===== src/rtl/ctlreg_pkg.sv =====
package ctlreg_pkg;
  localparam int IDX_W  = 6;
  localparam int DATA_W = 64;
  localparam int NREG   = 33;
  localparam int CNT_W  = 32;

  localparam logic [IDX_W-1:0] IX_BASE   = 6'd8;
  localparam logic [IDX_W-1:0] IX_MCTL   = 6'd9;
  localparam logic [IDX_W-1:0] IX_EXCA   = 6'd10;
  localparam logic [IDX_W-1:0] IX_TRQ    = 6'd11;
  localparam logic [IDX_W-1:0] IX_TEN    = 6'd12;
  localparam logic [IDX_W-1:0] IX_PRIO   = 6'd13;
  localparam logic [IDX_W-1:0] IX_IMODE  = 6'd14;
  localparam logic [IDX_W-1:0] IX_DMODE  = 6'd15;
  localparam logic [IDX_W-1:0] IX_SOFT   = 6'd16;
  localparam logic [IDX_W-1:0] IX_ICTL   = 6'd17;
  localparam logic [IDX_W-1:0] IX_IPTB   = 6'd18;
  localparam logic [IDX_W-1:0] IX_DPTB   = 6'd19;
  localparam logic [IDX_W-1:0] IX_CTEST  = 6'd20;
  localparam logic [IDX_W-1:0] IX_CMODE  = 6'd21;
  localparam logic [IDX_W-1:0] IX_QMODE  = 6'd22;
  localparam logic [IDX_W-1:0] IX_ISPC   = 6'd23;
  localparam logic [IDX_W-1:0] IX_DSPC   = 6'd24;
  localparam logic [IDX_W-1:0] IX_XSUM   = 6'd25;
  localparam logic [IDX_W-1:0] IX_XMSK   = 6'd26;
  localparam logic [IDX_W-1:0] IX_CYC    = 6'd27;
  localparam logic [IDX_W-1:0] IX_ROID   = 6'd28;
  localparam logic [IDX_W-1:0] IX_ROMM   = 6'd29;
  localparam logic [IDX_W-1:0] IX_RORX   = 6'd30;
  localparam logic [IDX_W-1:0] IX_WOFL   = 6'd31;
  localparam logic [IDX_W-1:0] IX_WOALT  = 6'd32;

  localparam logic [DATA_W-1:0] MCTL_RESET = 64'h6;

  typedef struct packed {
    logic              readable;
    logic              writable;
    logic              is_cycle;
    logic [DATA_W-1:0] keep;
  } reg_attr_t;
endpackage


===== src/rtl/ctlreg_attr.sv =====
module ctlreg_attr
  import ctlreg_pkg::*;
(
  input  logic [IDX_W-1:0] idx,
  output reg_attr_t        attr
);
  always_comb begin
    attr.readable = 1'b1;
    attr.writable = 1'b1;
    attr.is_cycle = 1'b0;
    attr.keep     = '1;
    if (idx >= IDX_W'(NREG)) begin
      attr.readable = 1'b0;
      attr.writable = 1'b0;
      attr.keep     = '0;
    end else begin
      unique case (idx)
        IX_EXCA:           attr.keep = ~64'h2;
        IX_TRQ, IX_TEN:    attr.keep = 64'hF;
        IX_PRIO:           attr.keep = 64'h1F;
        IX_IMODE, IX_DMODE: attr.keep = 64'h18;
        IX_SOFT:           attr.keep = 64'h7FFF0;
        IX_ICTL:           attr.keep = 64'hFF_FFFF_0300;
        IX_IPTB, IX_DPTB:  attr.keep = {34'h3_FFFF_FFFF, 30'h0};
        IX_CTEST:          attr.keep = 64'h1FFB;
        IX_CMODE, IX_QMODE: attr.keep = 64'h3F;
        IX_ISPC:           attr.keep = 64'h7F0;
        IX_DSPC:           attr.keep = {7'h7F, 57'h0};
        IX_XSUM, IX_XMSK:  attr.keep = '0;
        IX_CYC:            attr.is_cycle = 1'b1;
        IX_ROID, IX_ROMM, IX_RORX: begin
          attr.writable = 1'b0;
          attr.keep     = '0;
        end
        IX_WOFL:           attr.readable = 1'b0;
        IX_WOALT: begin
          attr.readable = 1'b0;
          attr.keep     = 64'h18;
        end
        default:           attr.keep = '1;
      endcase
    end
  end
endmodule


===== src/rtl/ctlreg_cyc_ctr.sv =====
module ctlreg_cyc_ctr #(
  parameter int W = 32
) (
  input  logic         clk,
  input  logic         rst,
  output logic [W-1:0] count
);
  always_ff @(posedge clk) begin
    if (rst) count <= '0;
    else     count <= count + 1'b1;
  end
endmodule


===== src/rtl/ctlreg_bank.sv =====
module ctlreg_bank
  import ctlreg_pkg::*;
#(
  parameter logic [DATA_W-1:0] BASE_RESET = 64'h0000_0000_0000_4000
) (
  input  logic              clk,
  input  logic              rst,
  input  logic              rd_en,
  input  logic [IDX_W-1:0]  rd_idx,
  output logic [DATA_W-1:0] rd_data,
  input  logic              wr_en,
  input  logic              wr_commit,
  input  logic [IDX_W-1:0]  wr_idx,
  input  logic [DATA_W-1:0] wr_data,
  output logic              acc_err
);
  localparam int HI = DATA_W - CNT_W;

  reg_attr_t         rd_attr, wr_attr;
  logic [CNT_W-1:0]  cyc_cnt;
  logic [DATA_W-1:0] store [NREG];
  logic [DATA_W-1:0] rd_raw;
  logic              wr_live, wr_ok, rd_bad, wr_bad;

  ctlreg_attr u_rd_attr (.idx(rd_idx), .attr(rd_attr));
  ctlreg_attr u_wr_attr (.idx(wr_idx), .attr(wr_attr));
  ctlreg_cyc_ctr #(.W(CNT_W)) u_ctr (.clk(clk), .rst(rst), .count(cyc_cnt));

  assign wr_live = wr_en && wr_commit;
  assign wr_ok   = wr_live && wr_attr.writable;
  assign wr_bad  = wr_live && !wr_attr.writable;
  assign rd_bad  = rd_en && !rd_attr.readable;

  for (genvar g = 0; g < NREG; g++) begin : g_slot
    localparam logic [DATA_W-1:0] RV =
      (g == int'(IX_BASE)) ? BASE_RESET :
      (g == int'(IX_MCTL)) ? MCTL_RESET : '0;
    always_ff @(posedge clk) begin
      if (rst)
        store[g] <= RV;
      else if (wr_ok && wr_idx == IDX_W'(g))
        store[g] <= wr_data & wr_attr.keep;
    end
  end

  always_comb begin
    rd_raw = '0;
    for (int i = 0; i < NREG; i++)
      if (rd_idx == IDX_W'(i)) rd_raw = store[i];
    if (!rd_en || !rd_attr.readable)
      rd_data = '0;
    else if (rd_attr.is_cycle)
      rd_data = {rd_raw[DATA_W-1 -: HI], cyc_cnt};
    else
      rd_data = rd_raw;
  end

  always_ff @(posedge clk) begin
    if (rst) acc_err <= 1'b0;
    else     acc_err <= rd_bad || wr_bad;
  end
endmodule


===== config.mk =====
export PLATFORM = sky130hd
export DESIGN_NAME = ctlreg_bank
export DESIGN_NICKNAME = d
export VERILOG_FILES = /design/src/rtl/ctlreg_pkg.sv /design/src/rtl/ctlreg_attr.sv /design/src/rtl/ctlreg_cyc_ctr.sv /design/src/rtl/ctlreg_bank.sv
export SDC_FILE = /design/constraint.sdc
export NUM_CORES = 2
export LEC_CHECK = 0
export ABC_AREA = 1
export BUFFER_PORTS_ARGS = -buffer_cell sky130_fd_sc_hd__buf_2
export CORE_ASPECT_RATIO = 1.75
export CORE_UTILIZATION = 67
export DETAILED_ROUTE_END_ITERATION = 10
export PLACE_DENSITY = 0.88
export SETUP_SLACK_MARGIN = 0.2
export SYNTH_ARGS = -nofsm -noshare
export SYNTH_HDL_FRONTEND = slang
export SYNTH_SLANG_ARGS = --single-unit

===== constraint.sdc =====
create_clock -name clk -period 15.2 [get_ports clk]
set_clock_uncertainty 0.15 [all_clocks]
set_input_delay 2.28 -clock clk [delete_from_list [all_inputs] [get_ports clk]]
set_output_delay 2.28 -clock clk [all_outputs]
set_load 0.02 [all_outputs]

After elaboration in Yosys (flattened, before gate mapping):

Memories as Yosys holds them, arrays and structs flattened.
Index checks and enable logic that the tools add are counted.
Widths: inputs -> output; s select.

* add/sub/neg operators: 1
* $lt $le $gt $ge: 2
* equality and inequality tests: 64
* multiplexer cells: 178
* bitwise logic cells: 34
* reductions and logical operators: 52

Operators by type and width (number)
* $mux 64: 68
* $pmux 64 s12: 1
* $eq 6x5->1 const B: 32
* $mux 1: 107
* $eq 6x4->1 const B: 16
* $and 64x64->64: 1
* $eq 6x3->1 const B: 8
* $logic_and 1x1->1: 37
* $or 1x1->1: 33
* $add 32x1->32 const B: 1
* $mux 32: 1
* $eq 6x2->1 const B: 4
* $eq 6x1->1 const B: 2
* $eq 6x6->1 const B: 2
* $ge 6x6->1 const B: 2
* $logic_not 6->1: 2
* $reduce_or 3->1: 3
* $reduce_or 2->1: 4
* $reduce_or 5->1: 1
* $logic_not 1->1: 3
* $logic_or 1x1->1: 2
* $mux 2: 1

* register bits: 33
* memory bits (writable): 2112
* input port bits: 81
* output and inout port bits: 65
* logic and storage cells: 334
* memories kept: 1

Memories
* store: words 33, width 64, read ports 33, clocked after Yosys merged registers in 0, write ports 33, line ctlreg_bank.sv:21 `logic [DATA_W-1:0] store [NREG];`

Longest topological paths before layout:

* word-level depth: 36
* gate-level depth with buffers: 28

Hierarchy:

From an unflattened synthesis, not the netlist that was laid out.

* cell total of the unflattened synthesis: 9630
* area total of the unflattened synthesis: 95411.5 µm²

By module, submodules not included
* ctlreg_bank: instances 1, cells each 9077, area an instance 91987.0 µm²
* ctlreg_attr: instances 2, cells each 154, area an instance 893.4 µm²
* ctlreg_cyc_ctr: instances 1, cells each 245, area an instance 1637.8 µm²

Least setup slack after synthesis:

OpenSTA, ideal clock, no wires.

* kind: in2reg
* start: input wr_idx[2]
* end: memory store[10][0] (enable)
* setup time: 0.574 ns
* data arrival time: 8.309 ns
* slack: 6.167 ns
* stages on the path: 13
* path buffers: 0
* cell sequence: nor2_1 > inv_2 > nor2_1 > inv_2 > nor2_1 > inv_2 > nand2_1 > nand2_1 > nor2_2 > inv_2 > nor2_1 > inv_2 > o21ai_0

RTL lines
* from (decl): line ctlreg_bank.sv:13 `input logic [IDX_W-1:0] wr_idx,`
* to (decl): line ctlreg_bank.sv:21

Worst setup path in the final report:

* start: input rd_idx[4]
* end: output rd_data[60]

* cells in the longest elaborated chain, start to end: 35
* elaborated cells on any way between the ends: 73

RTL lines
* from (decl): line ctlreg_bank.sv:9 `input logic [IDX_W-1:0] rd_idx,`
* $logic_not 6->1: line ctlreg_bank.sv:49 `if (rd_idx == IDX_W'(i)) rd_raw = store[i];`
* $mux 64 (33 in series): line ctlreg_bank.sv:49
* $mux 64 *: line ctlreg_bank.sv:50 `if (!rd_en || !rd_attr.readable)`
* to (decl): line ctlreg_bank.sv:10 `output logic [DATA_W-1:0] rd_data,`

Every way passes the cells marked *; elsewhere a longest branch is shown, timed or not.

==> metrics <==
HP Start=u_ctr.count[31]$_SDFF_PP0_; Hold Path Sink=u_ctr.count[31]$_SDFF_PP0_; mean post-synth cell area=11.14 um^2; Worst R2R Path Depth=26; Yosys reg bits=2111; Crit. Startpoint=rd_idx[4]; Via density=6.253; nets=9018; clock network power share=36.8%; reg2reg start=u_ctr.count[1]$_SDFF_PP0_; First-pass DRT Iterations=11; synthesized cell area=0.08714 mm^2; CTS tree=yes; CTS Sinks=2111; cell at the slowest stage of the critical path=nand3_1; Fin Setup TNS=0 ns; worst slew margin relative to its limit=-0.5558%; crit-path cells=buf_2 -> nor2_1 -> nand3_1 -> inv_2 -> buf_4 -> nand2_1 -> nand4_1 -> o21ai_1 -> nand3_1 -> nand2_1 -> nand4_1 -> nand2_1 -> nand4_1 -> nor2_1 -> nand4_1 -> nand2_1 -> nand4_1 -> nand2_1 -> nand4_1 -> nand2_1 -> nand3_1 -> nand2_1 -> inv_1 -> buf_2; first-pass GRT wire length=430000 um; hold path depth=1; Max-Cap Viols=2; unrepaired setup endpoints after global routing=no; Combinational Power Share=6.9%; Peak VDD IR=152.8 uV; DRT iter0 DRCs=11924; largest cells by area after synthesis=edfxtp_1, nand2_1, nor2_1, nand4_1, inv_1; status=finished, violations left; area of the core=0.1287 mm^2; Skew-Pair Late Insertion Delay=0.84 ns; r2r endpoint=u_ctr.count[30]$_SDFF_PP0_; cell class contributing the biggest share of worst-path delay=simple AND/OR/NAND/NOR gates; Pwr Density=123.2 mW/mm^2; YS warnings=0; Leak=37.83 nW; ys flop type=edfxtp_1; drc violations=29; Total Routing Usage GR=47.17%; net load switching power=2.942 mW; Root Driver=clkbuf_16; Critical Path Source Type=primary input; Post-synth EDFFs=2078; cell area after layout=0.09964 mm^2; Worst Path Max Fanout=39; total gr overflow=0; required time of the worst setup path=12.77 ns; vias in the first global route=66957; Die X=274.6 um; PortBufs=145; Inserted Clock Buffers=170; fmax=93.97 MHz; Yosys cell types=39; die height=479.1 um; Setup Fix Bufs, Post-CTS=0; layout cells sized above 1=10.37%; Total Wirelength=308300 um; Die ar.=0.1316 mm^2; Crit path buffers/inverters=5; CTS H-tree depth=4; row count=174; Syn Inst Count=7819; Tmin final=10.64 ns; clock buffer depth=3; count leader, synth=edfxtp_1; gpl congestion=1.011; Crit. End Element=primary output; internal power=9.335 mW; Final Hold Fails=0; sequential share of the synthesized area=72.37%; Final Max Slew Viols=16; Final Core Density=77.44%; worst stage delay on the critical path=0.81 ns; internal reg-to-reg setup slack=11.67 ns; Crit. path cell count=24; initial antenna violation count=33; period utilization=70.01%; Detail Route Antenna Nets=0; DR WL/cell=28.65 um; Async SR Flop Fraction=0%; Switching Share=23.96%; setup violators final=0; Hold Crit Class=reg -> reg; Critical Path Most Common Cell=nand2_1; Placed Instance Area=0.09404 mm^2; hpwl dp=186000 um; Reg power frac=56.3%; num ports=146; cell taking the most area after synthesis=edfxtp_1; Hold Worst Slack=0.3185 ns; total power=12.28 mW; arrival time worst endpoint=8.21 ns; post_cts resized=0; initial core utilization=67.72%; clk slew on worst S/H paths=0.07 ns; Hold Buf Count CTS=0; worst slew pin tran=1.505 ns; Crit Path Class=in -> out; failing checks=DRC, capacitance limit, slew limit; vias=67291; Synth top cells by count=edfxtp_1, nand2_1, nor2_1; Yosys top cell area share=71.61%; largest net degree at the start of global routing=128; Layout area overhead=14.35%
-- layout by cell type (no fill, tap or decap), types with 8 or more instances in the layout --
cell and count:
buf_2 144, nand4_1 356, clkinv_1 30, clkbuf_16 172, nand3_2 16, nand2_2 36
or2_2 221, inv_6 8, nand2_1 1985, buf_4 134, o21ai_4 19, nand3_1 220
nor2_1 1447, o21ai_0 20, nor2_4 30, edfxtp_1 2078, dfxtp_1 33, bufinv_16 18
clkbuf_1 28, or2_0 37, inv_2 59, or2_1 27, diode_2 22, nor2_2 14
a21oi_1 292, o21ai_1 29, clkinv_2 33, inv_1 434, conb_1 1083
-- layer usage --
metal	global-route usage, %	vias up	routed length, um
li1	-	27396	-
met1	49.29	31085	83200
met2	72.81	6767	139900
met3	15.65	2031	46620
met4	47.70	12	38590
met5	0	-	66
-- sequential cells by signal, summed over array words and instances, names as in the netlist --
signal / cells
store: 2078
u_ctr.count: 32
acc_err: 1
-- cell type report --
| type | instances | area [um^2] |
|---|---|---|
| flip-flops and latches | 2111 | 63060 |
| fillers | 7126 | 29030 |
| multi-input cells | 5874 | 25260 |
| clock buffers | 204 | 4464 |
| well taps | 1672 | 2092 |
| inverters | 498 | 1877 |
| repair buffers | 281 | 1775 |
| clock inverters | 99 | 1059 |
| diodes | 22 | 55.05 |
-- through the flow --
step	std cells	worst slack, ns
CTS	10738	5.116
global placement	10435	5.239
global route	10741	4.358
floorplan	8901	6.167
detailed placement	10435	5.218
finish	10761	4.558
-- how the worst max path moves through the flow --
stage	end	slack, ns
2_1_floorplan	store[10][0]$_SDFFCE_PN0P_	6.17
3_3_place_gp	rd_data[29]	5.24
3_5_place_dp	rd_data[43]	5.22
4_1_cts	rd_data[43]	5.12
5_1_grt	rd_data[60]	4.36
6_report	rd_data[60]	4.56
-- logic make-up after synthesis --
group / share of synthesized area (%)
AOI/OAI and AO/OA: 2.231
adders and majority gates: 0.01436
buffers and inverters: 3.960
DFF: 72.37
other: 0.004304
and+or+nand+nor: 21.42
-- power by group through the flow --
stage	Clock (mW)	Combinational [mW]	Sequential, mW
floorplan	0	0.359	7.01
global placement	0	0.743	6.99
detailed placement	0	0.758	7.02
CTS	4.47	0.766	6.90
global route	4.67	0.852	6.93
finish	4.52	0.848	6.91
(Power assumes the default switching activity.)
